--- src/rtl/snap_counter.sv ---
module snap_counter #(
  parameter int HALF_W = 16,
  parameter int XW     = 8,
  localparam int W     = 2 * HALF_W,
  localparam int SW    = W + XW
) (
  input  logic          clk,
  input  logic          clr_n,
  input  logic          load_n,
  input  logic          split,
  input  logic          cnt_a,
  input  logic          cnt_b,
  input  logic [XW-2:0] ext_lo,
  output logic [SW-1:0] snap
);

  logic [2:0]        sa, sb;
  logic [HALF_W-1:0] lo, hi, lo_nx, hi_nx;
  logic [1:0]        hi_inc;
  logic              fall_a, fall_b, lo_wrap, test_ok;
  logic [W-1:0]      cnt_nx;

  always_ff @(posedge clk) begin
    if (!clr_n) begin
      sa <= '0;
      sb <= '0;
    end else begin
      sa <= {sa[1:0], cnt_a};
      sb <= {sb[1:0], cnt_b};
    end
  end

  assign fall_a  = sa[2] & ~sa[1];
  assign fall_b  = sb[2] & ~sb[1];
  assign lo_wrap = fall_a & (&lo);
  assign test_ok = fall_b & ~hi[0];

  assign hi_inc = split ? {1'b0, fall_b}
                        : {1'b0, test_ok} + {1'b0, lo_wrap};

  assign lo_nx  = lo + {{(HALF_W-1){1'b0}}, fall_a};
  assign hi_nx  = hi + {{(HALF_W-2){1'b0}}, hi_inc};
  assign cnt_nx = clr_n ? {hi_nx, lo_nx} : '0;

  always_ff @(posedge clk) begin
    {hi, lo} <= cnt_nx;
    if (!load_n) snap <= {cnt_nx, sa[1], ext_lo};
  end

endmodule


--- config.mk ---
export PLATFORM = sky130hd
export DESIGN_NAME = snap_counter
export DESIGN_NICKNAME = d
export VERILOG_FILES = /design/src/rtl/snap_counter.sv
export SDC_FILE = /design/constraint.sdc
export NUM_CORES = 1
export LEC_CHECK = 0
export BUFFER_PORTS_ARGS = -buffer_cell sky130_fd_sc_hd__buf_2
export CELL_PAD_IN_SITES_DETAIL_PLACEMENT = 2
export CELL_PAD_IN_SITES_GLOBAL_PLACEMENT = 2
export CORE_ASPECT_RATIO = 0.6
export CORE_UTILIZATION = 37
export CTS_CLUSTER_SIZE = 10
export DETAILED_ROUTE_END_ITERATION = 10
export PLACE_DENSITY_LB_ADDON = 0.12
export RECOVER_POWER = 25
export REMOVE_ABC_BUFFERS = 1
export SETUP_SLACK_MARGIN = 0.3
export SYNTH_ARGS = -nofsm -noshare
export SYNTH_HDL_FRONTEND = slang
export SYNTH_SLANG_ARGS = --single-unit
export TNS_END_PERCENT = 1
--- constraint.sdc ---
create_clock -name clk -period 3.3 [get_ports clk]
set_clock_uncertainty 0.15 [all_clocks]
set_input_delay 0.495 -clock clk [delete_from_list [all_inputs] [get_ports clk]]
set_output_delay 0.495 -clock clk [all_outputs]
set_load 0.02 [all_outputs]
==> impl_results.md, run 1 <==
- Largest net degree at the start of global routing: 41
- RSZ-0062 raised after global routing: false
- # IOs: 53
- Yosys cell types: 34
- Max Buffers Root-to-Sink: 2
- Tightest Pin Transition: 1510 ps
- H-tree lvl count: 3
- Starting Density: 39.2%
- Slew HR: -0.804%
- Max VDD drop: 0.372 mV
- Clock root cell: clkbuf_16
- Reg2reg start: lo[2]$_DFF_P_
- Total GRT Usage: 17.8%
- Antenna violations before repair: 0
- GP Congestion: 0.750
- Post-route ant nets: 0
- Antenna diode count: 0
- Yosys warns: 0
- Total wire length: 6730 um
- Total CTS buffers: 9
- EDFF count, synth: 40
- Critical Path End Type: flip-flop
- Final #Nets: 301
- Async SR Flop Fraction: 0%
- Top cell type's share of synthesized area: 41.3%
- Setup TNS: 0 ps
- Cell taking the most area after synthesis: edfxtp_1
- Pins Over Slew Limit: 41
- CTS tree: done
- Crit path time final: 2900 ps
- Register clock-pin slew on the reported worst setup and hold paths: 60 ps
- Cell with the most instances after synthesis: edfxtp_1
- Max Freq: 345 MHz
- Crit path launch: lo[2]$_DFF_P_
- Layout cell share with drive strength beyond 1: 34.8%
- DRC: 0
- IO Port Bufs: 52
- Filler instances: 741
- Path type of the worst setup path: flip-flop to flip-flop
- Vias in the first global route: 1976
- Ys flop type: edfxtp_1
- Hold path startpoint: ext_lo[1]
- Worst hold path class: input pin to flip-flop
- Violated checks: max-capacitance violations, max-slew violations
- Placed Area: 0.00331 mm2
- DR vias/cell: 4.84
- Design Area, Final: 0.00372 mm2
- Finish-stage setup viols: 0
- Post-synth top cells: edfxtp_1, dfxtp_1, and2_1
- Yosys reg bits: 78
- Mapped cell area: 0.00291 mm2
- # clock sinks: 78
- Pleak: 1.49 nW
- Core region area: 0.00742 mm2
- Worst Path Max Fanout: 6
- TritonRoute pass-1 iters: 4
- Area Overhead vs Synth: 28.0%
- # rows: 24
- Clock insertion delay at the later pin of the skew report: 330 ps
- Storage cell area: 0.00198 mm2
- Crit path launch type: flip-flop
- Syn Inst Count: 213
- Die width: 116 um
- Starting DRC count in detailed routing: 72
- Top cells by area, synth: edfxtp_1, dfxtp_1, and2_1
- Cell Pwr Density: 576 mW/mm2
- Hpwl dp: 4480 um
- Worst Path Arrival: 2820 ps
- Syn avg cell area: 13.7 um2
- Final Hold Viols: 0
- Die area: 0.00823 mm2
- MaxCap Viol Count: 1
- Die height: 70.7 um
- Multi-input gate area: 966 um2
- Global-route wire length before repair: 10600 um
- Detailed-route via count: 1891
- Outcome: finished with violations
- Routed WL per cell: 17.2 um
- Gr ovfl total: 0
- Final Cycle Share: 87.8%
- Seq/Total Area, Yosys: 67.5%
- Total power: 2.14 mW
- CP required: 3220 ps
## metrics by stage
step	hold slack (ps)	util (%)	instances	worst slack [ps]
after floorplan	262	-	209	503
after global placement	265	44.6	368	237
after detailed placement	274	44.6	368	43.2
after CTS	175	49.2	387	279
after global routing	172	50.2	391	274
final	189	50.2	391	403
## layout make-up
type                       instances  share of cell area (%)
clock buffer                      13                    6.99
sequential                        78                    53.1
inverter                           5                   0.504
timing repair buffer              62                    8.78
tap                              104                    3.50
clock inverter                     3                    1.14
multi-input combinational        126                    26.0
## power breakdown
group	switching, mW	internal (mW)	leakage (nW)
clock network	0.363	0.626	0.146
logic	0.0680	0.0281	0.645
registers	0.00882	1.05	0.701
## layout by cell type (no fill, tap or decap), types with 2 or more instances in the layout
master      n
buf_2      51
edfxtp_1   40
and2_1     35
dfxtp_1    28
xnor2_1    16
nand4_1     9
clkbuf_16   9
dfxtp_2     9
nand3_1     8
buf_4       8
nand2_1     7
xor2_1      7
inv_1       5
clkbuf_1    5
nor4_1      4
ha_1        4
nand2b_1    3
and4_4      2
o21ai_0     2
a21boi_2    2
nand4b_1    2
o31ai_1     2
and4_1      2
clkbuf_8    2
## state kept, by name, summed over array words and instances, names as in the netlist
name  flops
sa        3
lo       16
snap     40
sb        3
hi       16
## timing repair
action	4_1_cts	5_1_grt
setup endpoints to repair	24	19
resized for setup	10	19
setup buffers	3	4
hold buffers	0	0
pin swaps	3	9
cloned	0	0
## final timing paths
kind / endpoint / slack (ps) / depth (start not counted)
worst max-delay path: snap[32]$_DFFE_PN_ / 400 / 12
worst min-delay path: snap[1]$_DFFE_PN_ / 190 / 1
worst max register to register: snap[32]$_DFFE_PN_ / 400 / 12
worst min register to register: sa[1]$_SDFF_PN0_ / 280 / 1
## worst max-delay path, cell delays in order, from the launching register on
cell,delay [ps]
dfxtp_2,380
nand4_1,200
nor4_2,250
and2_1,160
ha_1,220
inv_1,70
o21ai_2,60
ha_2,200
fa_2,400
and2_4,170
nand3_1,100
xnor2_1,80
and2_1,180
## routing by layer
| metal | global-route usage [%] | share of wire, % | vias up |
|---|---|---|---|
| met1 | 23.7 | 49 | 926 |
| met5 | 0 | 0 | - |
| li1 | - | - | 903 |
| met4 | 5.56 | 0.82 | 0 |
| met3 | 7.63 | 6.9 | 6 |
| met2 | 26.4 | 43 | 56 |
## cells by family after synthesis
family          after synthesis  synth area share, %
compound gates               10                 2.24
xor+xnor                     23                 6.93
mux                           1                0.344
flops                        78                 67.5
buf+inv                       9                 1.16
fa+ha+maj                     6                 2.84
simple gates                 86                 19.0
(Power assumes the default switching activity.)
==> run 2, diff against run 1 <==
--- a/config.mk
+++ b/config.mk
@@ -8,7 +8,7 @@
 export BUFFER_PORTS_ARGS = -buffer_cell sky130_fd_sc_hd__buf_2
 export CELL_PAD_IN_SITES_DETAIL_PLACEMENT = 2
 export CELL_PAD_IN_SITES_GLOBAL_PLACEMENT = 2
-export CORE_ASPECT_RATIO = 0.6
+export CORE_ASPECT_RATIO = 1.75
 export CORE_UTILIZATION = 37
 export CTS_CLUSTER_SIZE = 10
 export DETAILED_ROUTE_END_ITERATION = 10
==> constraint.sdc (replaced) <==
create_clock -name clk -period 2.7 [get_ports clk]
set_clock_uncertainty 0.15 [all_clocks]
set_input_delay 0.405 -clock clk [delete_from_list [all_inputs] [get_ports clk]]
set_output_delay 0.405 -clock clk [all_outputs]
set_load 0.02 [all_outputs]
==> impl_results.md, run 2 (synthesis gave the netlist of run 1 again) <==
- Design Area, Final: 0.00379 mm2
- Total GRT Usage: 17.2%
- Final #Nets: 312
- Path type of the worst setup path: flip-flop to flip-flop
- Util after Layout: 50.1%
- Final Hold Viols: 0
- Die height: 119 um
- Core region area: 0.00757 mm2
- # clock sinks: 78
- Most flop-heavy register: snap
- GP Congestion: 0.675
- Most frequent cells in the layout: buf_2, edfxtp_1, and2_1, dfxtp_1, buf_4
- Hpwl dp: 4580 um
- Starting Density: 38.4%
- Final WS setup: -175 ps
- Cts hold-fix bufs: 0
- Post-route ant nets: 0
- Outcome: finished with violations
- Total CTS buffers: 9
- Total wire length: 6740 um
- Layout cell share with drive strength beyond 1: 37.9%
- Placed Area: 0.00340 mm2
- Final Cycle Share: 106%
- Commonest non-fill, non-tap cell in the layout: buf_2
- Antenna diode count: 0
- Worst Path Max Fanout: 5
- Worst Path Arrival: 2800 ps
- TritonRoute pass-1 iters: 3
- Clock insertion delay at the later pin of the skew report: 330 ps
- Max VDD drop: 0.375 mV
- # IOs: 53
- MaxCap Viol Count: 0
- Setup TNS: -843 ps
- # rows: 42
- RSZ-0062 raised after global routing: true
- Gr ovfl total: 0
- Die area: 0.00823 mm2
- Largest net degree at the start of global routing: 41
- Critical Path End Type: flip-flop
- Register clock-pin slew on the reported worst setup and hold paths: 60 ps
- CP max stage delay: 360 ps
- DR vias/cell: 5.00
- Finish-stage setup viols: 10
- Global-route wire length before repair: 10600 um
- Area Overhead vs Synth: 30.3%
- Clock root cell: clkbuf_16
- Die width: 69.0 um
- R2R cell count: 13
- Detailed-route via count: 1929
- Pins Over Slew Limit: 0
- Crit path launch type: flip-flop
- Violated checks: negative setup slack
- Filler instances: 749
- Max Buffers Root-to-Sink: 2
- Hold path cells: 1
- Worst hold path class: input pin to flip-flop
- H-tree lvl count: 3
- IO Port Bufs: 52
- Crit path time final: 2880 ps
- Cell Pwr Density: 673 mW/mm2
- Antenna violations before repair: 0
- Pleak: 1.58 nW
- Max Freq: 348 MHz
- Max reg flops: 40
- Vias in the first global route: 2122
- Critical Path, Cell by Cell: nor2b_4, nand4_1, nor4_1, and2_1, ha_1, inv_1, o21ai_2, ha_2, fa_2, and2_4, nand2_4, or3_4, mux2i_1
- Tightest Pin Transition: 1030 ps
- Slew HR: 31.3%
- Routed WL per cell: 17.5 um
- DRC: 0
- CP required: 2620 ps
- Starting DRC count in detailed routing: 54
- Slowest-stage cell, CP: or3_4
- CTS tree: done
[run 2: changes by cell type in the layout (fill, tap and decap cells not counted), moves of 3 or more]
cell | before | now
buf_4 | 8 | 20
dfxtp_2 | 9 | 5
clkinv_2 | 1 | 4
dfxtp_1 | 28 | 33
clkbuf_1 | 5 | 1
[run 2: path summary, 6_finish.rpt]
check / startpoint / end / slack, ps
max reg2reg: sa[2]$_SDFF_PN0_ / snap[34]$_DFFE_PN_ / -180
min: ext_lo[0] / snap[0]$_DFFE_PN_ / 100
max: sa[2]$_SDFF_PN0_ / snap[34]$_DFFE_PN_ / -180
min reg2reg: sa[0]$_SDFF_PN0_ / sa[1]$_SDFF_PN0_ / 280
[run 2: power breakdown]
| part | total, mW | internal [mW] | switching, mW |
|---|---|---|---|
| sequential | 1.29 | 1.28 | 0.0108 |
| combinational | 0.116 | 0.0360 | 0.0800 |
| clock | 1.14 | 0.691 | 0.450 |
[run 2: repair_timing]
action,CTS,global route
resized for setup,19,9
endpoints found under the setup margin,31,32
buffers inserted,2,1
pin swaps,12,9
[run 2: cell type report]
class                   instances  area, um2  share of cell area, %
clock buffers                  12        267                   7.03
multi-input cells             126        992                   26.2
repair buffers                 73        414                   10.9
flip-flops and latches         78       1970                   51.9
well taps                      88        110                   2.91
inverters                       5       18.8                  0.495
clock inverters                 4       20.0                  0.528
[run 2: routing by layer]
layer / wire length [um] / up-vias / GRT usage [%]
met2: 3870 / 41 / 33.2
li1: - / 922 / -
met5: 0 / - / 0
met4: 154 / 0 / 8.93
met1: 2510 / 955 / 16.1
met3: 203 / 11 / 4.40
[run 2: worst max-delay path, delay by kind of cell, from the launching register on]
family	cells	cell delay (ps)
AOI/OAI and AO/OA	1	100
adders and majority gates	3	540
buffers and inverters	1	40
DFF	1	320
muxes	1	140
and+or+nand+nor	7	1300
[run 2: per-stage QoR]
stage               std cells  power [mW]  hold WS, ps  setup WS (ps)
floorplan                 209        1.38          262          -96.7
global placement          367        1.43          267           -258
detailed placement        367        1.44          275           -476
CTS                       385        2.59         86.1           -231
global route              386        2.65         83.7           -264
finish                    386        2.55         96.4           -175
